--- config.mk ---
export PLATFORM = sky130hd
export DESIGN_NAME = vram_dma
export DESIGN_NICKNAME = d
export VERILOG_FILES = /design/src/rtl/vram_dma_pkg.sv /design/src/rtl/vram_dma_chunk.sv /design/src/rtl/vram_dma_xfer.sv /design/src/rtl/vram_dma.sv
export SDC_FILE = /design/constraint.sdc
export NUM_CORES = 1
export LEC_CHECK = 0
export BUFFER_PORTS_ARGS = -buffer_cell sky130_fd_sc_hd__buf_2
export CELL_PAD_IN_SITES_DETAIL_PLACEMENT = 0
export CELL_PAD_IN_SITES_GLOBAL_PLACEMENT = 2
export CORE_MARGIN = 2
export CORE_UTILIZATION = 30
export DETAILED_ROUTE_END_ITERATION = 10
export GPL_TIMING_DRIVEN = 0
export PLACE_DENSITY_LB_ADDON = 0.25
export SETUP_SLACK_MARGIN = 0.1
export SYNTH_ARGS = -nofsm -noshare
export SYNTH_HDL_FRONTEND = slang
export SYNTH_SLANG_ARGS = --single-unit
--- constraint.sdc ---
create_clock -name clk_i -period 10.6 [get_ports clk_i]
set_input_delay 2.12 -clock clk_i [delete_from_list [all_inputs] [get_ports clk_i]]
set_output_delay 2.12 -clock clk_i [all_outputs]
set_load 0.005 [all_outputs]
--- src/rtl/vram_dma_pkg.sv ---
package vram_dma_pkg;
  typedef enum logic [1:0] {X_IDLE, X_BYTE, X_TAIL} xfer_st_e;

  // source regions that are never read: 0x8000-0x9FFF and 0xFE00 upward
  function automatic logic src_open(input logic [15:0] a);
    return !((a[15:13] == 3'b100) || (a > 16'hFDFF));
  endfunction
endpackage

--- src/rtl/vram_dma_chunk.sv ---
module vram_dma_chunk #(
  parameter int AW     = 16,
  parameter int CODE_W = 7,
  parameter int BLK_SH = 4,
  localparam int LEN_W = CODE_W + BLK_SH + 1
) (
  input  logic [CODE_W-1:0] code_i,
  input  logic              blank_i,
  input  logic [AW-1:0]     dst_i,
  output logic [LEN_W-1:0]  len_o,
  output logic [LEN_W-1:0]  left_o,
  output logic              clip_o
);
  logic [LEN_W-1:0] total;
  logic [LEN_W-1:0] raw;
  logic [AW:0]      sum;
  logic [AW:0]      room;

  always_comb begin
    total  = (LEN_W'(code_i) + LEN_W'(1)) << BLK_SH;
    raw    = blank_i ? LEN_W'(1 << BLK_SH) : total;
    sum    = {1'b0, dst_i} + (AW+1)'(raw);
    clip_o = sum[AW];
    room   = ((AW+1)'(1) << AW) - {1'b0, dst_i};
    len_o  = clip_o ? LEN_W'(room) : raw;
    left_o = total - len_o;
  end
endmodule

--- src/rtl/vram_dma_xfer.sv ---
module vram_dma_xfer
  import vram_dma_pkg::*;
#(
  parameter int LEN_W    = 12,
  parameter int DATA_W   = 8,
  parameter int TAIL_CYC = 4,
  localparam int TW      = $clog2(TAIL_CYC) + 1
) (
  input  logic              clk_i,
  input  logic              rst_ni,
  input  logic              start_i,
  input  logic [LEN_W-1:0]  len_i,
  input  logic              dbl_i,
  input  logic              src_ok_i,
  input  logic              gnt_i,
  input  logic [DATA_W-1:0] rdata_i,
  output logic              mem_req_o,
  output logic              wr_o,
  output logic [DATA_W-1:0] wdata_o,
  output logic              busy_o,
  output logic              done_o
);
  xfer_st_e          st_q;
  logic [1:0]        ph_q;
  logic [LEN_W-1:0]  cnt_q;
  logic [TW-1:0]     tail_q;
  logic              dbl_q;
  logic [DATA_W-1:0] data_q;
  logic [1:0]        last_ph;
  logic              stall;

  always_comb begin
    last_ph   = dbl_q ? 2'd3 : 2'd1;
    mem_req_o = (st_q == X_BYTE) && (ph_q == 2'd0) && src_ok_i;
    stall     = mem_req_o && !gnt_i;
    wr_o      = (st_q == X_BYTE) && (ph_q == last_ph);
    done_o    = (st_q == X_TAIL) && (tail_q == TW'(TAIL_CYC - 1));
    busy_o    = (st_q != X_IDLE);
    wdata_o   = data_q;
  end

  always_ff @(posedge clk_i or negedge rst_ni) begin
    if (!rst_ni) begin
      st_q   <= X_IDLE;
      ph_q   <= '0;
      cnt_q  <= '0;
      tail_q <= '0;
      dbl_q  <= 1'b0;
      data_q <= '0;
    end else begin
      unique case (st_q)
        X_IDLE: if (start_i) begin
          st_q  <= X_BYTE;
          ph_q  <= '0;
          cnt_q <= len_i;
          dbl_q <= dbl_i;
        end
        X_BYTE: begin
          if (ph_q == 2'd0 && !stall) begin
            data_q <= src_ok_i ? rdata_i : '1;
            ph_q   <= ph_q + 2'd1;
          end else if (ph_q == last_ph) begin
            ph_q  <= '0;
            cnt_q <= cnt_q - LEN_W'(1);
            if (cnt_q == LEN_W'(1)) begin
              st_q   <= X_TAIL;
              tail_q <= '0;
            end
          end else if (ph_q != 2'd0) begin
            ph_q <= ph_q + 2'd1;
          end
        end
        X_TAIL: begin
          tail_q <= tail_q + TW'(1);
          if (done_o) st_q <= X_IDLE;
        end
        default: st_q <= X_IDLE;
      endcase
    end
  end

  // back-to-back writes would mean a byte took fewer than 2 cycles
  assert_write_gap_R6: assert property (@(posedge clk_i) disable iff (!rst_ni)
    wr_o |=> !wr_o);

  // a request without grant keeps waiting
  assert_gnt_hold_R12: assert property (@(posedge clk_i) disable iff (!rst_ni)
    (mem_req_o && !gnt_i) |=> mem_req_o);
endmodule

--- src/rtl/vram_dma.sv ---
module vram_dma
  import vram_dma_pkg::*;
#(
  parameter int AW                 = 16,
  parameter int VW                 = 13,
  parameter int CODE_W             = 7,
  parameter int BLK_SH             = 4,
  parameter int TAIL_CYC           = 4,
  parameter logic [15:0] VRAM_BASE = 16'h8000,
  localparam int CTL_W             = CODE_W + 1,
  localparam int LEN_W             = CODE_W + BLK_SH + 1
) (
  input  logic             clk_i,
  input  logic             rst_ni,
  input  logic             ctl_we_i,
  input  logic [CTL_W-1:0] ctl_wdata_i,
  output logic [CTL_W-1:0] ctl_o,
  input  logic             src_we_i,
  input  logic             dst_we_i,
  input  logic [AW-1:0]    addr_wdata_i,
  input  logic             blank_req_i,
  input  logic             lcd_en_i,
  input  logic             dbl_speed_i,
  output logic             mem_req_o,
  output logic [AW-1:0]    mem_addr_o,
  input  logic             mem_gnt_i,
  input  logic [7:0]       mem_rdata_i,
  output logic             vram_we_o,
  output logic [AW-1:0]    vram_addr_o,
  output logic [7:0]       vram_wdata_o,
  output logic             busy_o,
  output logic             blank_mode_o,
  output logic             done_o
);
  logic [CTL_W-1:0] ctl_q, ctl_nxt, rem_code;
  logic [AW-1:0]    src_q, dst_q;
  logic             arm_q, go_q, term_q, blk_d_q;
  logic [LEN_W-1:0] left_q;
  logic [LEN_W-1:0] c_len, c_left;
  logic             c_clip;
  logic             x_busy, x_wr, x_done, src_ok;
  logic             gp_go, hb_go;

  vram_dma_chunk #(.AW(AW), .CODE_W(CODE_W), .BLK_SH(BLK_SH)) u_chunk (
    .code_i (ctl_q[CODE_W-1:0]),
    .blank_i(arm_q),
    .dst_i  (dst_q),
    .len_o  (c_len),
    .left_o (c_left),
    .clip_o (c_clip)
  );

  vram_dma_xfer #(.LEN_W(LEN_W), .DATA_W(8), .TAIL_CYC(TAIL_CYC)) u_xfer (
    .clk_i    (clk_i),
    .rst_ni   (rst_ni),
    .start_i  (go_q),
    .len_i    (c_len),
    .dbl_i    (dbl_speed_i),
    .src_ok_i (src_ok),
    .gnt_i    (mem_gnt_i),
    .rdata_i  (mem_rdata_i),
    .mem_req_o(mem_req_o),
    .wr_o     (x_wr),
    .wdata_o  (vram_wdata_o),
    .busy_o   (x_busy),
    .done_o   (x_done)
  );

  always_comb begin
    src_ok       = src_open(src_q);
    busy_o       = go_q | x_busy;
    gp_go        = ctl_we_i && !busy_o && !ctl_wdata_i[CTL_W-1];
    hb_go        = arm_q && blank_req_i && !blk_d_q && !busy_o;
    rem_code     = CTL_W'(left_q >> BLK_SH) - CTL_W'(1);
    if (!lcd_en_i) rem_code = '1;
    ctl_nxt      = {rem_code[CTL_W-1] | term_q, rem_code[CODE_W-1:0]};
    ctl_o        = ctl_q;
    blank_mode_o = arm_q;
    done_o       = x_done;
    vram_we_o    = x_wr;
    mem_addr_o   = src_q;
    vram_addr_o  = {VRAM_BASE[AW-1:VW], dst_q[VW-1:0]};
  end

  always_ff @(posedge clk_i or negedge rst_ni) begin
    if (!rst_ni) begin
      ctl_q   <= '1;
      src_q   <= '0;
      dst_q   <= '0;
      arm_q   <= 1'b0;
      go_q    <= 1'b0;
      term_q  <= 1'b0;
      blk_d_q <= 1'b0;
      left_q  <= '0;
    end else begin
      go_q    <= gp_go | hb_go;
      blk_d_q <= blank_req_i;
      if (ctl_we_i && !busy_o) begin
        ctl_q <= {1'b0, ctl_wdata_i[CODE_W-1:0]};
        arm_q <= ctl_wdata_i[CTL_W-1];
      end
      if (go_q) begin
        term_q <= c_clip;
        left_q <= c_left;
      end
      if (x_done) begin
        ctl_q <= ctl_nxt;
        if (ctl_nxt[CTL_W-1]) arm_q <= 1'b0;
      end
      if (src_we_i && !busy_o) src_q <= addr_wdata_i;
      else if (x_wr)           src_q <= src_q + AW'(1);
      if (dst_we_i && !busy_o) dst_q <= addr_wdata_i;
      else if (x_wr)           dst_q <= dst_q + AW'(1);
    end
  end

  assert_dst_step_R5: assert property (@(posedge clk_i) disable iff (!rst_ni)
    vram_we_o |=> (dst_q == $past(dst_q) + AW'(1)));

  assert_ctl_frozen_R11: assert property (@(posedge clk_i) disable iff (!rst_ni)
    (busy_o && !done_o) |=> $stable(ctl_q));

  assert_lcd_off_R8: assert property (@(posedge clk_i) disable iff (!rst_ni)
    (done_o && !lcd_en_i) |=> (ctl_q == '1));

  assert_disarm_R9: assert property (@(posedge clk_i) disable iff (!rst_ni)
    $rose(ctl_q[CTL_W-1]) |-> !arm_q);
endmodule

* Word level (Yosys, flattened, before mapping)
Cells that the tools add are included.
** Word-level totals
- Bits in latches :: 0
- Memories :: 0
- Input port bits :: 41
- Bits in read-only memories :: 0
- Bits in registers :: 84
- Logic and storage cells :: 108
- Memory bits (writable) :: 0
** Cells by class
- Add/sub/neg operators :: 10
- Shift operators :: 0
- Order comparisons :: 1
- Multipliers :: 0
- Muxes and demuxes :: 33
- Equality and inequality tests :: 12
- Reductions and logical operators :: 35
- Bitwise logic cells :: 3
- Div/mod/pow operators :: 0
** Operator list (number)
- $mux 16 :: 4
- $mux 12 :: 5
- $add 16x1->16 const B :: 2
- $mux 8 :: 4
- $pmux 12 s2 :: 1
- $mux 2 :: 10
- $add 16x12->17 :: 1
- $gt 16x16->1 const B :: 1
- $reduce_bool 2->1 :: 7
- $logic_and 1x1->1 :: 13
- $eq 12x1->1 const B :: 1
- $sub 1x12->12 const A :: 1
- $sub 12x1->12 const B :: 1
- $sub 12x12->12 :: 1
- $ne 2x2->1 const B :: 5
- $mux 3 :: 3
- $add 7x1->8 const B :: 1
- $reduce_and 4->1 :: 2
- $sub 8x1->8 const B :: 1
- $logic_not 1->1 :: 6
- $pmux 2 s3 :: 1
- $pmux 3 s2 :: 1
- $reduce_and 5->1 :: 1
- $logic_not 2->1 :: 2
- 14 further kinds :: 19

* Logic depth before layout (Yosys ltp)
Gate-level depths: netlist of the first run.
- Depth in word-level cells :: 9
- Mapped depth :: 18
- Gate-level depth less buffers :: 16

* By module
From an unflattened synthesis of the first run, not the netlist that was laid out.
** Second synthesis, totals
- Cells, all modules :: 671
- Area, all modules :: 5804.3 um2
** Modules (own cells, without submodules)
- vram_dma :: seq. area each 1311.3 um2, cells an instance 310, instances 1, area each 2861.5 um2
- vram_dma_xfer :: seq. area each 700.7 um2, cells an instance 186, instances 1, area each 1721.7 um2
- vram_dma_chunk :: seq. area each 0.0 um2, cells an instance 175, instances 1, area each 1221.2 um2

* Worst setup path before layout of the first run
OpenSTA, ideal clock, no wires.
- Kind :: register to register
- Start point :: reg ctl_q[0], in the netlist ctl_o[0]
- End point :: reg left_q[8]
- Path buffers :: 1
- Period minus slack after synthesis :: 3.989 ns
- Data arrival time :: 3.885 ns
- Setup slack :: 6.611 ns
- Library setup time :: 0.104 ns
- Cell stages (with the launch flop) :: 17
- Cells stage by stage :: dfstp_2 -> ha_1 -> xor2_1 -> nor2b_1 -> ha_1 -> a21o_1 -> a221o_1 -> a22o_2 -> buf_6 -> mux2i_1 -> ha_1 -> a21o_1 -> a21o_1 -> a31oi_1 -> a21oi_1 -> a2111o_1 -> o311ai_1
** Between the ends
- Word-level cells in the longest chain between the ends :: 5
** RTL lines
- from (decl) :: line vram_dma.sv:35 : logic [CTL_W-1:0] ctl_q, ctl_nxt, rem_code;
- from (signal assigned) :: line vram_dma.sv:99 : ctl_q <= {1'b0, ctl_wdata_i[CODE_W-1:0]};
- from (signal assigned) :: line vram_dma.sv:107 : ctl_q <= ctl_nxt;
- $add 7x1->8 * :: line vram_dma_chunk.sv:20 : total = (LEN_W'(code_i) + LEN_W'(1)) << BLK_SH;
- $mux 12 :: line vram_dma_chunk.sv:21 : raw = blank_i ? LEN_W'(1 << BLK_SH) : total;
- $add 16x12->17 :: line vram_dma_chunk.sv:22 : sum = {1'b0, dst_i} + (AW+1)'(raw);
- $mux 12 :: line vram_dma_chunk.sv:25 : len_o = clip_o ? LEN_W'(room) : raw;
- $sub 12x12->12 * :: line vram_dma_chunk.sv:26 : left_o = total - len_o;
- to (signal assigned) :: line vram_dma.sv:104 : left_q <= c_left;
- to (decl) :: line vram_dma.sv:38 : logic [LEN_W-1:0] left_q;
Mark *: on every way between the ends. The rest lies on a longest branch, timed or not.
A chain may end at the register's enable or synchronous reset.

* Worst setup path after layout of the first run
- Start point :: reg u_xfer.st_q[0]
- End point :: out vram_we_o
** Between the ends
- Word-level cells in the longest chain between the ends :: 2
** RTL lines
- from (decl) :: line vram_dma_xfer.sv:23 : xfer_st_e st_q;
- from (signal assigned) :: line vram_dma_xfer.sv:44 : st_q <= X_IDLE;
- from (signal assigned) :: line vram_dma_xfer.sv:53 : st_q <= X_BYTE;
- from (signal assigned) :: line vram_dma_xfer.sv:66 : st_q <= X_TAIL;
- $eq 2x1->1 :: line vram_dma_xfer.sv:36 : wr_o = (st_q == X_BYTE) && (ph_q == last_ph);
- $logic_and 1x1->1 :: line vram_dma_xfer.sv:36
- to (decl) :: line vram_dma.sv:28 : output logic vram_we_o,
No other way between the ends.

==> metrics list, run 1 <==
- Worst setup margin: 5.76 ns
* Via count of the first global-routing pass: 4,998
- TritonCTS built the clock tree.
* Number of buffers inserted by post-CTS setup repair: 0
- The clock passes through at most 2 buffers.
* Most used flip-flop cell after synthesis: sky130_fd_sc_hd__dfrtp_1
- IR analysis of the VDD net gives a maximum drop of 0.126 mV.
- Result of the run: completed
* Setup crit start: u_xfer.st_q[0]
- DR iter-0 viols: 354
- Number of antenna violations at the first check in global routing: 0
- Hold timing on the final database bottoms out at a slack of 0.496 ns.
- For this run, the register share of the synthesized area comes to 36.4%.
- Unique cell type count in the Yosys netlist: 71
* Number of iterations in the first detailed-routing pass: 6
* Filler Cells Inserted: 1,887
* Height of the die: 140 um
- Detailed routing inserted a total of 5,120 vias.
- Initial Util: 30.7%
- Number of vias per cell: 5.20
- Arr. time, crit path: 2.72 ns
* Number of maximum-capacitance violations: 0
* Total clock buffers created by CTS: 9
- Final routed wirelength across all metal layers: 17.0 mm
- In this run the worst setup path terminates at vram_we_o.
* Post-CTS resize count: 0
* Std-Cell Core Area: 18,000 um^2
* Fmax: 207 MHz
- # clock sinks: 80
* Biggest area consumer among synthesized cells: sky130_fd_sc_hd__dfrtp_1
- Detailed-placement wirelength estimate: 13.0 mm
- The hold violation total from the final report was 0.
- Synthesis inferred 80 register bits.
* Nature of the critical path endpoint: output pin
* Startpoint of the worst-slack reg-to-reg timing path: ctl_o[0]
- After detailed routing, the average wire length per cell comes to 17.3 um.
* Ratio of cells with drive above 1 in the final layout: 21.3%
- Number of levels the H-tree was split into: 3
- Data on the critical path is required at its endpoint by 8.48 ns.
* Most frequent standard cell in the layout excluding fill and tap cells: sky130_fd_sc_hd__buf_2
- The cell sitting at the root of the clock tree is a sky130_fd_sc_hd__clkbuf_16.
* Clk_skew: 0.0133 ns
* Time the worst path needs with I/O delays and setup: 4.84 ns
- Compared with the post-synthesis result, the final layout area differs by 20.4%.
- Post-route cell area: 6660 um^2
- Reg2reg end: left_q[11]
* Final antenna-violating net count: 0
- Horizontal die dimension: 140 um
- The die covers 19,500 um^2.
- Number of warnings reported in the yosys synthesis log: 0
* Final weighted congestion in routability-driven placement: 0.820
- Asr flop ratio synth: 100%
- After global routing the overflow that remains totals 0.
- Worst reg-to-reg path cell count: 17
- Path type of the worst setup path: reg -> out
- Largest cells by area after synthesis: sky130_fd_sc_hd__dfrtp_1 33%, sky130_fd_sc_hd__ha_1 5.7%, sky130_fd_sc_hd__o21ai_0 5.3%
- Setup repair after global routing missed its margin: false
* Post-Synthesis Cell Area: 5530 um^2
* Worst Setup Start Kind: flop
- The later pin in the worst-skew pair is clocked with a latency of 0.35 ns.
- Proportion of netlist area held by the largest area contributor: 32.6%
* Total routing resource utilization after global routing: 17.8%
- Count of mapped cells out of synthesis: 647
* Final setup fails: 0
- In the layout the commonest cells are 94 x sky130_fd_sc_hd__buf_2, 72 x sky130_fd_sc_hd__dfrtp_1, 65 x sky130_fd_sc_hd__nand2_1.
- The final layout contains 816 nets.
- DRC violation count after routing: 0
- In this run the tightest slew margin relative to its limit is 47.1%.
- For the pin with the worst max-slew slack, the measured transition is 0.789 ns.
* First-pass GRT wire length: 27.5 mm
* Fin Setup TNS: 0 ns
- Standard cell area after detailed placement: 6310 um^2
- Hold WC Path Type: reg -> reg
- Entering global routing, the biggest net connects 43 pins.
* EDFF count, synth: 0
- Average footprint of a synthesized cell: 8.55 um^2
- The max-slew violation total from the final report was 0.
- Sequential cell area: 2010 um^2
- The floorplan has 49 rows.
- Summed over all cells, the static leakage comes to 2.93 nW.
- After clock tree synthesis, the clock-pin slew on the worst setup and hold paths is 0.06 ns.
- At the placement stage, the worst setup path has a slack of 5.81 ns.
- Buffers inserted to repair hold after CTS numbered 0.
- The number of antenna diodes in the final layout is 0.
- Footprint of the multi-input gates: 3130 um^2
- In this run the power density over the cells is 318 nW/um^2.
* Input/output buffers: 90
* Top-level port count: 94
- Dividing the final minimum period by the clock period gives 45.6%.
- Worst-path maximum fanout: 10
- The setup check on the worst reg-to-reg path leaves a slack of 5.84 ns.
## cell usage after synthesis (4+ instances only)
| library cell | instances |
|---|---|
| sky130_fd_sc_hd__nor3b_1 | 5 |
| sky130_fd_sc_hd__mux2_2 | 5 |
| sky130_fd_sc_hd__a22oi_1 | 7 |
| sky130_fd_sc_hd__a31oi_1 | 6 |
| sky130_fd_sc_hd__or3_1 | 5 |
| sky130_fd_sc_hd__buf_4 | 17 |
| sky130_fd_sc_hd__clkbuf_1 | 21 |
| sky130_fd_sc_hd__nor2_1 | 46 |
| sky130_fd_sc_hd__ha_1 | 25 |
| sky130_fd_sc_hd__a221o_1 | 11 |
| sky130_fd_sc_hd__dfstp_2 | 8 |
| sky130_fd_sc_hd__nand4_1 | 11 |
| sky130_fd_sc_hd__a211o_1 | 4 |
| sky130_fd_sc_hd__a22o_1 | 7 |
| sky130_fd_sc_hd__xor2_1 | 18 |
| sky130_fd_sc_hd__a21o_1 | 6 |
| sky130_fd_sc_hd__dfrtp_1 | 72 |
| sky130_fd_sc_hd__o311ai_0 | 5 |
| sky130_fd_sc_hd__nor4_1 | 6 |
| sky130_fd_sc_hd__xnor2_1 | 12 |
| sky130_fd_sc_hd__o22ai_1 | 7 |
| sky130_fd_sc_hd__o21ai_0 | 59 |
| sky130_fd_sc_hd__nand3_1 | 37 |
| sky130_fd_sc_hd__nand2_1 | 65 |
| sky130_fd_sc_hd__nor2b_1 | 9 |
| sky130_fd_sc_hd__inv_1 | 29 |
| sky130_fd_sc_hd__nor3_1 | 18 |
| sky130_fd_sc_hd__nand2b_1 | 5 |
| sky130_fd_sc_hd__and3_1 | 7 |
| sky130_fd_sc_hd__a21oi_1 | 41 |
| sky130_fd_sc_hd__buf_2 | 5 |
| sky130_fd_sc_hd__mux2i_1 | 10 |
## area by class of cell
class                      instances  share of cell area [%]
multi-input combinational        489                    46.9
sequential                        80                    30.2
timing repair buffer              91                    7.21
buffer                            50                    4.43
tap                              229                    4.30
clock buffer                      10                    3.59
clock inverter                     6                    1.73
inverter                          29                    1.63
## stage by stage
| stage | utilization, % | total power [W] | instances |
|---|---|---|---|
| 6_report | 37.0 | 0.00212 | 984 |
| 5_1_grt | 37.0 | 0.00232 | 984 |
| 4_1_cts | 37.0 | 0.00215 | 984 |
| 3_5_place_dp | 35.0 | 0.00176 | 968 |
| 3_3_place_gp | 34.8 | 0.00174 | 967 |
| 2_1_floorplan | - | 0.00137 | 648 |
## layer usage
| layer | wire [um] | up-vias | track usage [%] |
|---|---|---|---|
| li1 | - | 2542 | - |
| met1 | 7890 | 2442 | 23.2 |
| met2 | 8210 | 121 | 30.0 |
| met3 | 694 | 15 | 4.03 |
| met4 | 234 | 0 | 3.95 |
| met5 | 0 | - | 0 |
## critical path, cell delays in order (launching register included)
cell                       delay [ns]
sky130_fd_sc_hd__dfrtp_1         0.32
sky130_fd_sc_hd__clkbuf_1        0.32
sky130_fd_sc_hd__nor2b_1         0.17
sky130_fd_sc_hd__buf_2           0.23
sky130_fd_sc_hd__nand3_1         0.28
sky130_fd_sc_hd__inv_1           0.13
sky130_fd_sc_hd__buf_2           0.23
sky130_fd_sc_hd__buf_1           0.47
sky130_fd_sc_hd__buf_2           0.22
## sequential cells by signal (all words and copies together) (netlist names), 2 cells and up
name / flops
u_xfer.wdata_o: 8
left_q: 8
u_xfer.cnt_q: 12
u_xfer.tail_q: 3
dst_q: 16
mem_addr_o: 16
u_xfer.st_q: 2
ctl_o: 8
u_xfer.ph_q: 2
## power by group
part	internal, W	switching (W)	leakage (nW)	total, W
Combinational	0.000468	0.000660	1.79	0.00113
Sequential	0.000445	0.000171	0.969	0.000615
Clock	0.000238	0.000139	0.169	0.000377
Total	0.00115	0.000970	2.93	0.00212
## worst min path at each step
| stage | from | endpoint | slack (ns) | cells after the start |
|---|---|---|---|---|
| final | u_xfer.tail_q[2] | u_xfer.tail_q[2] | 0.50 | 1 |
| after CTS | u_xfer.tail_q[2] | u_xfer.tail_q[2] | 0.50 | 1 |
| after floorplan | u_xfer.tail_q[2] | u_xfer.tail_q[2] | 0.46 | 1 |
| after global placement | u_xfer.tail_q[2] | u_xfer.tail_q[2] | 0.47 | 1 |
| after detailed placement | u_xfer.tail_q[2] | u_xfer.tail_q[2] | 0.48 | 1 |
| after global routing | u_xfer.tail_q[2] | u_xfer.tail_q[2] | 0.51 | 1 |
## cells by family after synthesis
family                     synth area share, %
AOI/OAI and AO/OA                         21.1
buffers and inverters                     7.30
other                                    0.136
DFF                                       36.4
adders and majority gates                 5.65
and+or+nand+nor                           21.9
xor gates and xnor gates                  4.75
muxes                                     2.83
No activity file was read; power rests on OpenSTA's default activity.
==> run 2: changes to the inputs <==
- clock period: 10.6 -> 4.95 ns (I/O delays scaled with it)
==> metrics list, run 2 (same netlist as run 1, synthesis figures left out) <==
* Number of antenna violations at the first check in global routing: 0 (unchanged)
- Switching Fraction: 45.8% (was 45.7%)
- Worst slack at placement: 0.156 ns (was 5.81 ns)
* Result of the run: completed (unchanged)
- Final setup fails: 0 (unchanged)
- DRC violation count after routing: 0 (unchanged)
- Hold Path Stages: 1 (unchanged)
- The violation count after the first detailed-routing iteration was 358 (was 354).
* Via count of the first global-routing pass: 4,998 (unchanged)
- Clock Tree Root: sky130_fd_sc_hd__clkbuf_16 (unchanged)
- Number of iterations in the first detailed-routing pass: 5 (was 6)
- Std-Cell Core Area: 18,000 um^2 (unchanged)
* First-pass GRT wire length: 27.5 mm (unchanged)
- Number of slew-limit violations in the final report: 0 (unchanged)
- Initial Util: 30.7% (unchanged)
- The number of filler instances in the final layout came to 1,885 (was 1,887).
- The horizontal die dimension was 140 um (unchanged).
- Number of maximum-capacitance violations: 0 (unchanged)
* Final antenna-violating net count: 0 (unchanged)
- The total number of vias came to 5,146 (was 5,120).
- The number of antenna cells inserted was 0 (unchanged).
- The fraction of power consumed by combinational cells came to 53.5% (was 53.2%).
- Highest-count cells in the layout ignoring fill and taps: 94 x sky130_fd_sc_hd__buf_2, 72 x sky130_fd_sc_hd__dfrtp_1, 65 x sky130_fd_sc_hd__nand2_1 (unchanged)
- The number of nets in the layout is 816 (unchanged).
* Power density of the placed cells: 684 nW/um^2 (was 318 nW/um^2)
* Top-level port count: 94 (unchanged)
- The hold violation total from the final report was 0 (unchanged).
- After layout, the minimum clock period comes to 4.51 ns.
- The clock skew after layout came to 0.0139 ns (was 0.0133 ns).
- The slew at the pin with the worst max-slew slack was 0.827 ns (was 0.789 ns).
- Setup repair after global routing missed its margin: false (unchanged).
- The pin count of the biggest net entering global routing is 43 (unchanged).
- Net load switching power: 0.00210 W (was 0.000970 W)
* Slew HR: 44.6% (was 47.1%)
* Worst Setup Start Kind: flop (unchanged)
- Number of levels the H-tree was split into: 3 (unchanged)
- Number of buffers inserted by post-CTS setup repair: 0 (unchanged)
* Height of the die: 140 um (unchanged)
- Final routed wirelength across all metal layers: 17.1 mm (was 17.0 mm)
- Worst setup margin: 0.443 ns (was 5.76 ns)
- Timing would allow up to 222 MHz.
- The layout cell share with drive strength beyond 1 is 22.4% (was 21.3%).
- Worst reg-to-reg path cell count: 16 (was 17)
- Clock tree buffer depth: 2 (unchanged)
* Fin Setup TNS: 0 ns (unchanged)
- The number of sinks on the clock net was 80 (unchanged).
- The critical path class is reg -> reg (was reg -> out).
- The data arrival time at the worst-slack endpoint was 4.75 ns (was 2.72 ns).
- The number of port buffers came to 90 (unchanged).
- The cell leakage power was 2.95 nW (was 2.93 nW).
* Area grow syn2layout: 21.2% (was 20.4%)
- Worst path required time: 5.19 ns (was 8.48 ns)
* Detailed-placement wirelength estimate: 13.0 mm (unchanged)
- The most common cell after layout, fill and taps aside is sky130_fd_sc_hd__buf_2 (unchanged).
- Nature of the critical path endpoint: flop (was output pin)
* Share of total power in the clock network: 17.6% (was 17.8%)
* Floorplan row count: 49 (unchanged)
* Portion of total power attributed to sequential cells: 28.8% (was 29.0%)
- The cell-internal power is 0.00249 W (was 0.00115 W).
* Final weighted congestion in routability-driven placement: 0.820 (unchanged)
* CTS tree: yes (unchanged)
- The routed via count divided by cell count is 5.23 (was 5.20).
- The largest fanout on the critical path is 8 (was 10).
- Peak supply drop: 0.276 mV (was 0.126 mV)
- The routed length per instance is 17.4 um (was 17.3 um).
- The area of the die was 19,500 um^2 (unchanged).
- The final critical path takes up 91.0% of the cycle.
- Clock latency at the later pin of the worst-skew pair: 0.35 ns (about the same)
- The leftover overflow at the end of global routing is 0 (unchanged).
* Total clock buffers created by CTS: 9 (unchanged)
- Hold WC Path Type: reg -> reg (unchanged)
* Total routing resource utilization after global routing: 17.8% (unchanged)
- Clock Pin Slew Worst Setup and Hold Paths: 0.06 ns (about the same)
==> run 2: cell counts in the layout (fill, tap and decap cells not counted) <==
No cell type changed its count.
==> run 2: layout make-up <==
type	count	area (um^2)	area share (%)
multi-input cells	489	3170	47.2
flip-flops and latches	80	2010	30.0
repair buffers	91	480	7.17
plain buffers	50	295	4.40
well taps	229	287	4.27
clock buffers	10	239	3.56
clock inverters	6	115	1.72
inverters	29	109	1.62
==> run 2: metal layers <==
metal / part of all wire (%) / vias to the layer above / global-route usage [%]
met5: 0 / - / 0
met4: 1.3 / 0 / 3.95
met3: 4.4 / 13 / 4.03
met2: 48 / 122 / 30.0
met1: 46 / 2468 / 23.2
li1: - / 2543 / -
==> run 2: what timing repair did <==
action	in CTS	in global routing
hold buffers	0	0
endpoints found under the setup margin	0	3
gates resized for setup	0	9
hold endpoints to repair	0	0
==> run 2: worst paths after layout <==
path,start,to,slack (ns)
worst max-delay path,ctl_o[0],left_q[8],0.44
worst min-delay path,u_xfer.tail_q[2],u_xfer.tail_q[2],0.50
worst max register to register,ctl_o[0],left_q[8],0.44
worst min register to register,u_xfer.tail_q[2],u_xfer.tail_q[2],0.50
max in group asynchronous,rst_ni,ctl_o[7],3.67
min in group asynchronous,rst_ni,term_q,0.64
==> run 2: power groups by stage <==
stage | logic, W | registers (W) | clock network (W)
CTS | 0.00244 | 0.00132 | 0.000832
global placement | 0.00240 | 0.00132 | 0
finish | 0.00246 | 0.00132 | 0.000809
global route | 0.00277 | 0.00138 | 0.000858
detailed placement | 0.00244 | 0.00133 | 0
floorplan | 0.00170 | 0.00123 | 0
==> run 2: critical path, stage by stage (launching register included) <==
cell and delay [ns]:
sky130_fd_sc_hd__dfstp_2 0.63, sky130_fd_sc_hd__ha_1 0.29, sky130_fd_sc_hd__xor2_2 0.20, sky130_fd_sc_hd__nor2b_2 0.21
sky130_fd_sc_hd__ha_1 0.26, sky130_fd_sc_hd__a21o_1 0.18, sky130_fd_sc_hd__a221o_1 0.39, sky130_fd_sc_hd__a22o_2 0.23
sky130_fd_sc_hd__buf_6 0.14, sky130_fd_sc_hd__mux2i_1 0.22, sky130_fd_sc_hd__ha_1 0.35, sky130_fd_sc_hd__a21o_1 0.23
sky130_fd_sc_hd__a21o_1 0.20, sky130_fd_sc_hd__a31oi_1 0.21, sky130_fd_sc_hd__a21oi_1 0.13, sky130_fd_sc_hd__a2111o_1 0.42
sky130_fd_sc_hd__o311ai_1 0.09
==> run 2: per-stage QoR <==
stage / area (um^2) / power, W / cells / hold WS [ns] / utilization (%)
after floorplan: 5540 / 0.00293 / 648 / 0.456 / -
after global placement: 6270 / 0.00372 / 967 / 0.475 / 34.8
after detailed placement: 6310 / 0.00376 / 968 / 0.484 / 35.0
after CTS: 6660 / 0.00460 / 984 / 0.501 / 37.0
after global routing: 6710 / 0.00501 / 984 / 0.513 / 37.2
final: 6710 / 0.00459 / 984 / 0.496 / 37.2
==> run 3: changes to the inputs <==
- PLACE_DENSITY_LB_ADDON: 0.25 -> 0.2
==> metrics list, run 3 (same netlist as run 1, synthesis figures left out) <==
* Initial Util: 30.7% (unchanged)
* Floorplan row count: 49 (unchanged)
- Count of endpoints failing hold in the final timing report: 0 (unchanged)
- The all-layer global routing usage came to 17.9% (was 17.8%).
- Average routed wire per standard cell: 17.7 um (was 17.4 um)
- Among the stages of the critical path, the cell type that occurs most often is sky130_fd_sc_hd__ha_1.
* First-pass GRT wire length: 28.0 mm (was 27.5 mm)
- The required time of the critical path came to 5.15 ns (was 5.19 ns).
- Detailed-placement wirelength estimate: 13.3 mm (was 13.0 mm)
* Antenna fix cells: 0 (unchanged)
- Final routed wirelength across all metal layers: 17.5 mm (was 17.1 mm)
- Final antenna-violating net count: 0 (unchanged)
* Min-delay src: u_xfer.tail_q[2] (unchanged)
- Delay contributed by the slowest stage of the critical path: 0.65 ns (was 0.63 ns)
- # clock sinks: 80 (unchanged)
- Path type of the worst setup path: reg -> reg (unchanged)
- Setup repair after global routing missed its margin: false (unchanged).
* Total clock buffers created by CTS: 9 (unchanged)
- Highest-count cells in the layout ignoring fill and taps: 94 x sky130_fd_sc_hd__buf_2, 72 x sky130_fd_sc_hd__dfrtp_1, 65 x sky130_fd_sc_hd__nand2_1 (unchanged).
- Worst-path maximum fanout: 10 (was 8)
- Result of the run: completed (unchanged).
- The violation count after the first detailed-routing iteration is 254 (was 358).
- Number of levels the H-tree was split into: 3 (unchanged)
* Time the worst path needs with I/O delays and setup: 4.69 ns (was 4.51 ns)
- The number of iterations in the first detailed-routing pass came to 5 (unchanged).
- The global placement routability congestion was 0.863 (was 0.820).
- The family of cells with the greatest summed delay on the critical path is compound AO/OA/AOI/OAI gates (unchanged).
- The pin count of the biggest net entering global routing is 48 (was 43).
- The number of port buffers is 90 (unchanged).
- The total DRC errors in the routed layout is 0 (unchanged).
- The synthesis-to-finish area growth is 21.3% (was 21.2%).
* Clock Pin Slew Worst Setup and Hold Paths: 0.07 ns (was 0.06 ns)
* CTS tree: yes (unchanged)
* CTS Hold Buffers Added: 0 (unchanged)
* Clk_skew: 0.00859 ns (was 0.0139 ns)
- The share of the cycle needed by the critical path after routing is 94.7% (was 91.0%).
- The worst max-slew margin expressed relative to the limit was 14.7% (was 44.6%).
- Ratio of cells with drive above 1 in the final layout: 22.3% (was 22.4%)
* Nature of the critical path endpoint: flop (unchanged)
- Worst path buffer plus inverter count: 2 (was 1)
- The worst hold path cell count came to 1 (unchanged).
* Fmax: 213 MHz (was 222 MHz)
- The via count of the first global-routing pass is 5,227 (was 4,998).
* Number of antenna violations at the first check in global routing: 0 (unchanged)
* Horizontal die dimension: 140 um (unchanged)
- The data arrival time at the worst-slack endpoint is 4.89 ns (was 4.75 ns).
- Top-level port count: 94 (unchanged)
* Most frequent standard cell in the layout excluding fill and tap cells: sky130_fd_sc_hd__buf_2 (unchanged)
* Height of the die: 140 um (unchanged)
- The final total power was 0.00461 W (was 0.00459 W).
- The number of nets in the layout came to 816 (unchanged).
- The cell leakage power came to 2.95 nW (about the same).
- The power density normalized to cell area came to 688 nW/um^2 (was 684 nW/um^2).
- The count of maximum capacitance violations is 0 (unchanged).
- Number of slew-limit violations in the final report: 0 (unchanged)
* Fin Setup TNS: 0 ns (unchanged)
- The cell with the biggest individual delay on the critical path is sky130_fd_sc_hd__dfstp_2 (unchanged).
- The routed via count divided by cell count came to 5.32 (was 5.23).
- Hold WC Path Type: reg -> reg (unchanged)
- Std-Cell Core Area: 18,000 um^2 (unchanged)
- DR vias: 5,239 (was 5,146)
* Final setup fails: 0 (unchanged)
- The leftover overflow at the end of global routing came to 0 (unchanged).
- The startpoint of the most critical register-to-register path is ctl_o[0] (unchanged).
- The startpoint type of the worst setup path is a flop (unchanged).
- Clock tree buffer depth: 2 (unchanged)
* Worst Tran Pin Value: 1.27 ns (was 0.827 ns)
- The minimum hold slack came to 0.502 ns (was 0.496 ns).
* Worst reg-to-reg path cell count: 17 (was 16)
- Die ar.: 19,500 um^2 (unchanged)
- Filler Cells Inserted: 1,883 (was 1,885)
* Instance count on the critical path: 17 (was 16)
- Clock Tree Root: sky130_fd_sc_hd__clkbuf_16 (unchanged)
* Setup crit start: ctl_o[0] (unchanged)
* Peak supply drop: 0.238 mV (was 0.276 mV)
- CP cell instances: ha_1 -> xor2_2 -> nor2b_2 -> ha_1 -> a21o_1 -> a221o_1 -> a22o_2 -> buf_6 -> buf_4 -> mux2i_4 -> ha_1 -> a21oi_1 -> o211ai_1 -> a21o_1 -> a21oi_1 -> a221o_1 -> o221ai_1 (was ha_1 -> xor2_2 -> nor2b_2 -> ha_1 -> a21o_1 -> a221o_1 -> a22o_2 -> buf_6 -> mux2i_1 -> ha_1 -> a21o_1 -> a21o_1 -> a31oi_1 -> a21oi_1 -> a2111o_1 -> o311ai_1)
- Clock latency at the later pin of the worst-skew pair: 0.35 ns (about the same)
[run 3: cell count changes in the layout (fill, tap and decap cells not counted)]
| cell | previous run | this run |
|---|---|---|
| sky130_fd_sc_hd__nor3_2 | 1 | 0 |
| sky130_fd_sc_hd__nor3_1 | 17 | 18 |
| sky130_fd_sc_hd__ha_1 | 24 | 25 |
| sky130_fd_sc_hd__ha_2 | 1 | 0 |
| sky130_fd_sc_hd__mux2i_4 | 1 | 2 |
| sky130_fd_sc_hd__mux2i_1 | 8 | 7 |
[run 3: worst paths after layout]
path / end / slack, ns
setup / recovery: left_q[11] / 0.26
hold / removal: u_xfer.tail_q[2] / 0.50
setup reg to reg: left_q[11] / 0.26
hold reg to reg: u_xfer.tail_q[2] / 0.50
min in group asynchronous: term_q / 0.61
max in group asynchronous: ctl_o[7] / 3.71
[run 3: what timing repair did]
action,CTS,global route
hold endpoints to repair,0,0
setup endpoints to repair,1,3
setup buffers,0,0
resized for setup,1,9
[run 3: worst reg2reg max path: cells and delay by family (launching register included)]
kind            cells  cell delay (ns)
compound gates      9             1.93
fa+ha+maj           3             0.94
flops               1             0.65
buf+inv             2             0.34
simple gates        1             0.26
mux                 1             0.22
xor+xnor            1             0.21
[run 3: metal layers]
layer / vias to the layer above / GRT usage [%] / wire (um)
met3: 24 / 3.10 / 809
met2: 156 / 29.8 / 8280
met4: 0 / 6.68 / 414
met5: - / 0 / 0
li1: 2554 / - / -
met1: 2505 / 23.1 / 7960
[run 3: layout make-up]
cell class              instances  area [um^2]  share of cell area (%)
plain buffers                  50          295                    4.40
multi-input cells             489         3170                    47.3
clock buffers                  10          239                    3.56
flip-flops and latches         80         2010                    30.0
clock inverters                 6          115                    1.72
inverters                      29          109                    1.62
well taps                     229          287                    4.27
repair buffers                 91          480                    7.16
[run 3: power by group]
group	internal, W	switching [W]
Sequential	0.000952	0.000360
Combinational	0.00102	0.00147
Clock	0.000510	0.000305
[run 3: metrics by stage]
step / std cells / cell area, um^2 / util, % / worst slack [ns]
3_5_place_dp: 968 / 6300 / 35.0 / 0.135
5_1_grt: 984 / 6710 / 37.2 / 0.0960
6_report: 984 / 6710 / 37.2 / 0.262
3_3_place_gp: 967 / 6270 / 34.8 / 0.130
2_1_floorplan: 648 / 5540 / - / 0.961
4_1_cts: 984 / 6660 / 37.0 / 0.172
